### config.mk
export PLATFORM = sky130hd
export DESIGN_NAME = pt_walker
export DESIGN_NICKNAME = d
export VERILOG_FILES = /design/src/rtl/pt_walker.sv
export SDC_FILE = /design/constraint.sdc
export NUM_CORES = 1
export LEC_CHECK = 0
export CORE_ASPECT_RATIO = 0.5
export CORE_UTILIZATION = 25
export CTS_CLUSTER_DIAMETER = 60
export DETAILED_ROUTE_END_ITERATION = 10
export DONT_BUFFER_PORTS = 1
export GPL_ROUTABILITY_DRIVEN = 0
export SYNTH_ARGS = -nofsm -noshare
export SYNTH_HDL_FRONTEND = slang
export SYNTH_SLANG_ARGS = --single-unit
### constraint.sdc
create_clock -name clk -period 3.45 [get_ports clk]
set_input_delay 0.69 -clock clk [delete_from_list [all_inputs] [get_ports clk]]
set_output_delay 0.69 -clock clk [all_outputs]
set_load 0.01 [all_outputs]
### src/rtl/pt_walker.sv
`timescale 1ns/1ps
module pt_walker (
  input  logic        clk,
  input  logic        rst_n,
  input  logic        req_valid,
  output logic        req_ready,
  input  logic [31:0] req_va,
  input  logic [31:0] req_base,
  output logic        mem_req_valid,
  input  logic        mem_req_ready,
  output logic        mem_req_write,
  output logic [31:0] mem_req_addr,
  output logic [31:0] mem_req_wdata,
  input  logic        mem_rsp_valid,
  input  logic [31:0] mem_rsp_rdata,
  output logic        res_valid,
  input  logic        res_ready,
  output logic [31:0] res_pa,
  output logic [1:0]  res_size,
  output logic [2:0]  res_ap,
  output logic        res_xn,
  output logic        res_global,
  output logic [4:0]  res_attr,
  output logic [1:0]  res_fault,
  output logic        res_fault_lvl
);
  localparam logic [1:0] SZ_SECTION = 2'd0;
  localparam logic [1:0] SZ_LARGE   = 2'd1;
  localparam logic [1:0] SZ_SMALL   = 2'd2;
  localparam logic [1:0] FLT_NONE   = 2'd0;
  localparam logic [1:0] FLT_XLAT   = 2'd1;
  localparam logic [1:0] FLT_SIZE   = 2'd2;

  typedef enum logic [2:0] {
    S_IDLE, S_L1_REQ, S_L1_WAIT, S_L2_REQ, S_L2_WAIT, S_WB, S_DONE
  } state_t;

  state_t      st;
  logic [31:0] va_q, addr_q, desc_q;
  logic [1:0]  size_q, fault_q;
  logic        lvl_q;

  always_ff @(posedge clk or negedge rst_n) begin
    if (!rst_n) begin
      st      <= S_IDLE;
      va_q    <= '0;
      addr_q  <= '0;
      desc_q  <= '0;
      size_q  <= SZ_SECTION;
      fault_q <= FLT_NONE;
      lvl_q   <= 1'b0;
    end else begin
      case (st)
        S_IDLE: if (req_valid) begin
          va_q    <= req_va;
          addr_q  <= {req_base[31:14], req_va[31:20], 2'b00};
          fault_q <= FLT_NONE;
          lvl_q   <= 1'b0;
          size_q  <= SZ_SECTION;
          desc_q  <= '0;
          st      <= S_L1_REQ;
        end
        S_L1_REQ: if (mem_req_ready) st <= S_L1_WAIT;
        S_L1_WAIT: if (mem_rsp_valid) begin
          desc_q <= mem_rsp_rdata;
          case (mem_rsp_rdata[1:0])
            2'd1: begin
              addr_q <= {mem_rsp_rdata[31:10], va_q[19:12], 2'b00};
              st     <= S_L2_REQ;
            end
            2'd2: begin
              size_q <= SZ_SECTION;
              if (mem_rsp_rdata[18]) begin
                fault_q <= FLT_SIZE;
                st      <= S_DONE;
              end else if (!mem_rsp_rdata[10]) begin
                desc_q <= mem_rsp_rdata | 32'h0000_0400;
                st     <= S_WB;
              end else begin
                st <= S_DONE;
              end
            end
            default: begin
              fault_q <= FLT_XLAT;
              st      <= S_DONE;
            end
          endcase
        end
        S_L2_REQ: if (mem_req_ready) st <= S_L2_WAIT;
        S_L2_WAIT: if (mem_rsp_valid) begin
          desc_q <= mem_rsp_rdata;
          lvl_q  <= 1'b1;
          if (mem_rsp_rdata[1:0] == 2'd0) begin
            fault_q <= FLT_XLAT;
            st      <= S_DONE;
          end else begin
            size_q <= mem_rsp_rdata[1] ? SZ_SMALL : SZ_LARGE;
            if (!mem_rsp_rdata[4]) begin
              desc_q <= mem_rsp_rdata | 32'h0000_0010;
              st     <= S_WB;
            end else begin
              st <= S_DONE;
            end
          end
        end
        S_WB:   if (mem_req_ready) st <= S_DONE;
        S_DONE: if (res_ready) st <= S_IDLE;
        default: st <= S_IDLE;
      endcase
    end
  end

  assign req_ready     = (st == S_IDLE);
  assign mem_req_valid = (st == S_L1_REQ) || (st == S_L2_REQ) || (st == S_WB);
  assign mem_req_write = (st == S_WB);
  assign mem_req_addr  = addr_q;
  assign mem_req_wdata = (st == S_WB) ? desc_q : 32'h0;
  assign res_valid     = (st == S_DONE);
  assign res_fault     = fault_q;
  assign res_fault_lvl = lvl_q;
  assign res_size      = size_q;

  wire ok = (fault_q == FLT_NONE);
  wire is_sec = (size_q == SZ_SECTION);

  logic [31:0] pa_c;
  logic        xn_c;
  always_comb begin
    case (size_q)
      SZ_LARGE: begin pa_c = {desc_q[31:16], va_q[15:0]}; xn_c = desc_q[15]; end
      SZ_SMALL: begin pa_c = {desc_q[31:12], va_q[11:0]}; xn_c = desc_q[0];  end
      default:  begin pa_c = {desc_q[31:20], va_q[19:0]}; xn_c = desc_q[4];  end
    endcase
  end

  assign res_pa     = ok ? pa_c : 32'h0;
  assign res_xn     = ok & xn_c;
  assign res_ap     = !ok ? 3'b000 :
                      is_sec ? {desc_q[15], desc_q[11:10]} : {desc_q[9], desc_q[5:4]};
  assign res_global = ok & (is_sec ? ~desc_q[17] : ~desc_q[11]);
  assign res_attr   = !ok ? 5'b0 :
                      (size_q == SZ_SMALL) ? {desc_q[8:6], desc_q[3:2]}
                                           : {desc_q[14:12], desc_q[3:2]};
endmodule

=== Word-level counts from Yosys, hierarchy flattened ===
Cells that the tools add are included.

* Input bits: 102
* Output and inout port bits: 115
* Register bits after elaboration: 92
* Logic and storage cells: 99

* Mux-type cells: 49
* Equal/unequal tests: 23
* Bitwise logic cells: 4
* Reductions and logical operators: 16

{| class="wikitable"
|+ Operators by type and width
! operator !! count
|-
| $mux W32 || 8
|-
| $pmux W32 S3 || 1
|-
| $pmux W32 S2 || 1
|-
| $pmux W20 S2 || 1
|-
| $mux W19 || 2
|-
| $mux W2 || 14
|-
| $mux W3 || 9
|-
| $pmux W3 S7 || 1
|-
| $ne A2 B2 Y1 const B || 10
|-
| $mux W5 || 3
|-
| $reduce_and A7 Y1 || 2
|-
| $pmux W2 S3 || 2
|-
| $eq A3 B3 Y1 const B || 3
|-
| $reduce_and A4 Y1 || 2
|-
| $eq A3 B2 Y1 const B || 2
|-
| $logic_not A2 Y1 || 3
|-
| $pmux W3 S2 || 1
|-
| $reduce_and A6 Y1 || 1
|-
| $eq A2 B1 Y1 const B || 2
|-
| $eq A2 B2 Y1 const B || 2
|-
| $ne A2 B1 Y1 const B || 2
|-
| $pmux W1 S2 || 2
|-
| $pmux W2 S2 || 1
|-
| $reduce_bool A2 Y1 || 2
|-
| other kinds (10) || 15
|}

=== Depth between registers and ports, before layout ===
* Word-level depth: 5
* Depth in mapped cells: 7
* Gate-level depth less buffers: 6

=== Least setup slack after synthesis ===
OpenSTA, ideal clock, no wires.

* Path type: register to output
* Start: register size_q[0], in the netlist res_size[0]
* End: output port res_xn
* Arrival: 1,494 ps
* Cell stages (with the launch flop): 6
* Slack: 1,266 ps
* Cells stage by stage: dfrtp_1 > inv_1 > ha_1 > clkbuf_1 > nor2_1 > a211oi_1

* Cells in the longest elaborated chain, start to end: 3
* Elaborated cells between the ends (all ways): 4
* Classes of those cells: 2 x eq/ne; 1 x mux; 1 x bitwise

{| class="wikitable"
|+ Ends and longest elaborated chain
! what !! RTL line !! RTL
|-
| start, declared || 40 || <nowiki>logic [1:0] size_q, fault_q;</nowiki>
|-
| start signal, assigned || 97 || <nowiki>size_q <= mem_rsp_rdata[1] ? SZ_SMALL : SZ_LARGE;</nowiki>
|-
| $eq A2 B2 Y1 or $eq A2 B1 Y1 (tied branches) || 129 || <nowiki>case (size_q)</nowiki>
|-
| $pmux W1 S2 * || 129 ||
|-
| $and A1 B1 Y1 * || 137 || <nowiki>assign res_xn = ok & xn_c;</nowiki>
|-
| end, declared || 21 || <nowiki>output logic res_xn,</nowiki>
|}

Mark *: on every way between the ends. The rest lies on a longest branch, timed or not.

=== Worst setup path in the final report ===
* Start: register st[2]
* End: output port mem_req_wdata[0]

* Cells in the longest elaborated chain, start to end: 2

{| class="wikitable"
|+ Ends and longest elaborated chain
! what !! RTL line !! RTL
|-
| start, declared || 38 || <nowiki>state_t st;</nowiki>
|-
| start signal, assigned || 45 || <nowiki>st <= S_IDLE;</nowiki>
|-
| start signal, assigned || 61 || <nowiki>st <= S_L1_REQ;</nowiki>
|-
| start signal, assigned || 63 || <nowiki>S_L1_REQ: if (mem_req_ready) st <= S_L1_WAIT;</nowiki>
|-
| $eq A3 B3 Y1 || -- ||
|-
| net mem_req_write || 11 || <nowiki>output logic mem_req_write,</nowiki>
|-
| $mux W32 || 117 || <nowiki>assign mem_req_wdata = (st == S_WB) ? desc_q : 32'h0;</nowiki>
|-
| end, declared || 13 || <nowiki>output logic [31:0] mem_req_wdata,</nowiki>
|}

The timed path passes the listed nets, and every way through them passes these cells.

==> impl_metrics.csv <==
group,metric,value,unit
logic_synthesis,synth_common_cells,"nand2_1 (100), dfrtp_1 (90), and2_1 (58)",
pwr,power.density,1009,mW/mm^2
timing,worst_slew_pin_slew,1.024,ns
critical_path,critPathRequiredTime,2.76,ns
cts,cts_buffers,9,
layout,layout.cells.non_filler,752,
cts,cts_setup_buffers,0,
critical_path,end_kind,"output port",
grt,grt_max_degree,91,
logic_synthesis,yosys-top-cells-area,"dfrtp_1 (47%), mux2i_1 (8.1%), nand2_1 (7.8%), and2_1 (7.5%), mux2_2 (4.9%)",
timing,setup_ws,0.6043,ns
outcome,status,"completed",
timing,rsz0062_at_grt,"no",
pwr,p_leak,2.367,nW
timing,tns,0,ns
logic_synthesis,synth_edf_count,0,
cts,htree_levels,3,
layout,seq_area,0.002252,sq mm
pwr,irDropWorstVdd,0.3552,mV
layout,multiInputGateArea,0.002303,sq mm
timing,post-route-period-util,82.48,%
critical_path,r2r-end,"va_q[9]",
route,dr.pass1.iters,4,
die,die_w,198.4,um
logic_synthesis,synthArstFlopShare,100.0,%
placed_design,dpl.hpwl,10150,um
timing,max_freq,351.4,MHz
grt,antenna_found_initial,1,
layout,fillers,2021,
logic_synthesis,synth_cell_types,40,
critical_path,cp.arrival,2.16,ns
logic_synthesis,ys_seq_elements,90,
route,drc,0,
die,fp.dieH,100.2,um
pwr,totalPowerFinal,5.309,mW
job,drv_cap,0,
route,dr.max_layer_used,"met4",
timing,finalSetupViolations,0,
cts,root_buffer,"clkbuf_16",
critical_path,criticalPathCategory,"reg -> out",
layout,final_nets,598,
cts,cts_resized,0,
timing,hold_viol,0,
critical_path,ff2ff_setup_slack,0.95,ns
cts,cts_buffer_depth,2,
grt,grt_overflow,0,
cts,clk_pin_slew,0.08,ns
cts,worstSkewPairLatency,0.35,ns
route,wl_met2,6862,um
route,wl_met3,856,um
logic_synthesis,synth-seq-area-share,46.70,%
critical_path,r2r_cells,3,
grt,grt_pass1_vias,3335,
grt,track_usage,13.69,%
timing,min_period,2.846,ns
die,core,0.01866,sq mm
placed_design,dpl_worst_slack,0.9795,ns
timing,skew,0.007263,ns
route,wirelength_met1,5781,um
layout,antennaDiodeCount,0,
logic_synthesis,yosysTopAreaCellShare,46.70,%
route,routed-via-count,3432,
logic_synthesis,synthFlopType,"dfrtp_1",
layout,area_delta_synth_final,9.081,%
timing,slew_violations,0,
route,wl,13620,um
critical_path,path_max_fanout,32,
route,avgViaCountPerCell,4.564,
cts,cts_tree,"done",
logic_synthesis,synthCells,508,
layout,drive_above_1_share,10.55,%
placed_design,dp_cells,736,
logic_synthesis,synth.most_common_cell,"nand2_1",
cts,cts_sinks,90,
timing,timing.hold.ws,0.02444,ns
cts,holdBufCountCts,0,
logic_synthesis,yosys.area.top_type,"dfrtp_1",
die,start_util,25.85,%
route,ant_nets,0,
grt,grt_pass1_wl,20170,um
critical_path,startpoint_type,"register",
timing,slew_headroom,31.66,%
route,wire_per_inst,18.11,um
logic_synthesis,syn_area,0.004822,sq mm
route,drt_iter0_markers,154,
hold_path,min_path_type,"in -> async",
logic_synthesis,synth-warning-count,0,
die,io-pin-count,217,
placed_design,port_buffers,0,
logic_synthesis,postSynthAreaPerCell,9.492,sq um
die,dieArea,0.01988,sq mm
die,fp-row-count,35,
critical_path,rr_startpoint,"st[2]",
-- per-layer routing --
metal	GRT usage [%]	up-vias
met5	0	-
met4	3.491	0
met3	4.973	8
met2	23.59	75
met1	16.21	1686
li1	-	1663
-- critical path: stages, from the launching register on --
cell	delay (ns)
dfrtp_1	0.77
nand2b_1	0.31
nor2_2	0.14
buf_4	0.29
and2_1	0.29
-- logic make-up after synthesis --
logic type / after synthesis / share of synthesized area, %
AOI/OAI and AO/OA: 67 / 8.459
DFF: 90 / 46.70
muxes: 61 / 13.31
buffers and inverters: 49 / 6.175
and+or+nand+nor: 232 / 23.20
adders and majority gates: 8 / 2.076
other: 1 / 0.07777
-- metrics by stage --
step	utilization, %	instance area (sq um)
6_report	28.20	5260
5_1_grt	28.20	5260
4_1_cts	28.20	5260
3_5_place_dp	26.60	4962
3_3_place_gp	26.60	4962
2_1_floorplan	-	4826
-- worst max-delay path by stage --
stage                            from  slack (ns)          endpoint  depth (start not counted)
after floorplan           res_size[0]        1.27            res_xn                          5
after global placement          st[2]         1.0  mem_req_wdata[0]                          4
after detailed placement        st[2]        0.98  mem_req_wdata[0]                          4
after CTS                 res_size[0]        0.59            res_xn                          4
after global routing            st[2]        0.43  mem_req_wdata[0]                          4
final                           st[2]        0.60  mem_req_wdata[0]                          4
-- placed cells by master (no fill, tap or decap), types with 9 or more instances in the layout --
cell type	n
dfrtp_1	90
o21ai_0	17
a21oi_1	9
mux2i_1	39
o21ai_1	19
nand3_1	38
inv_1	12
mux2_2	21
nand2_1	100
nor2_1	17
and2_1	58
clkbuf_16	9
-- where the power goes --
| group | internal, mW | total (mW) | switching (mW) |
|---|---|---|---|
| clock network | 0.512 | 0.988 | 0.476 |
| logic | 0.803 | 2.18 | 1.37 |
| registers | 1.57 | 2.14 | 0.570 |
| total | 2.89 | 5.31 | 2.42 |
-- final cells by class --
class	instances	share of cell area (%)
clock inverters	7	1.380
well taps	259	6.161
repair buffers	5	0.7136
clock buffers	9	4.282
inverters	12	0.8563
flip-flops and latches	90	42.82
multi-input cells	370	43.79
-- sequential cells by signal, indices dropped and copies added (netlist names) --
register	flops
desc_q	32
mem_req_addr	30
res_fault	2
res_fault_lvl	1
res_size	2
st	3
va_q	20
(Power assumes the default switching activity.)
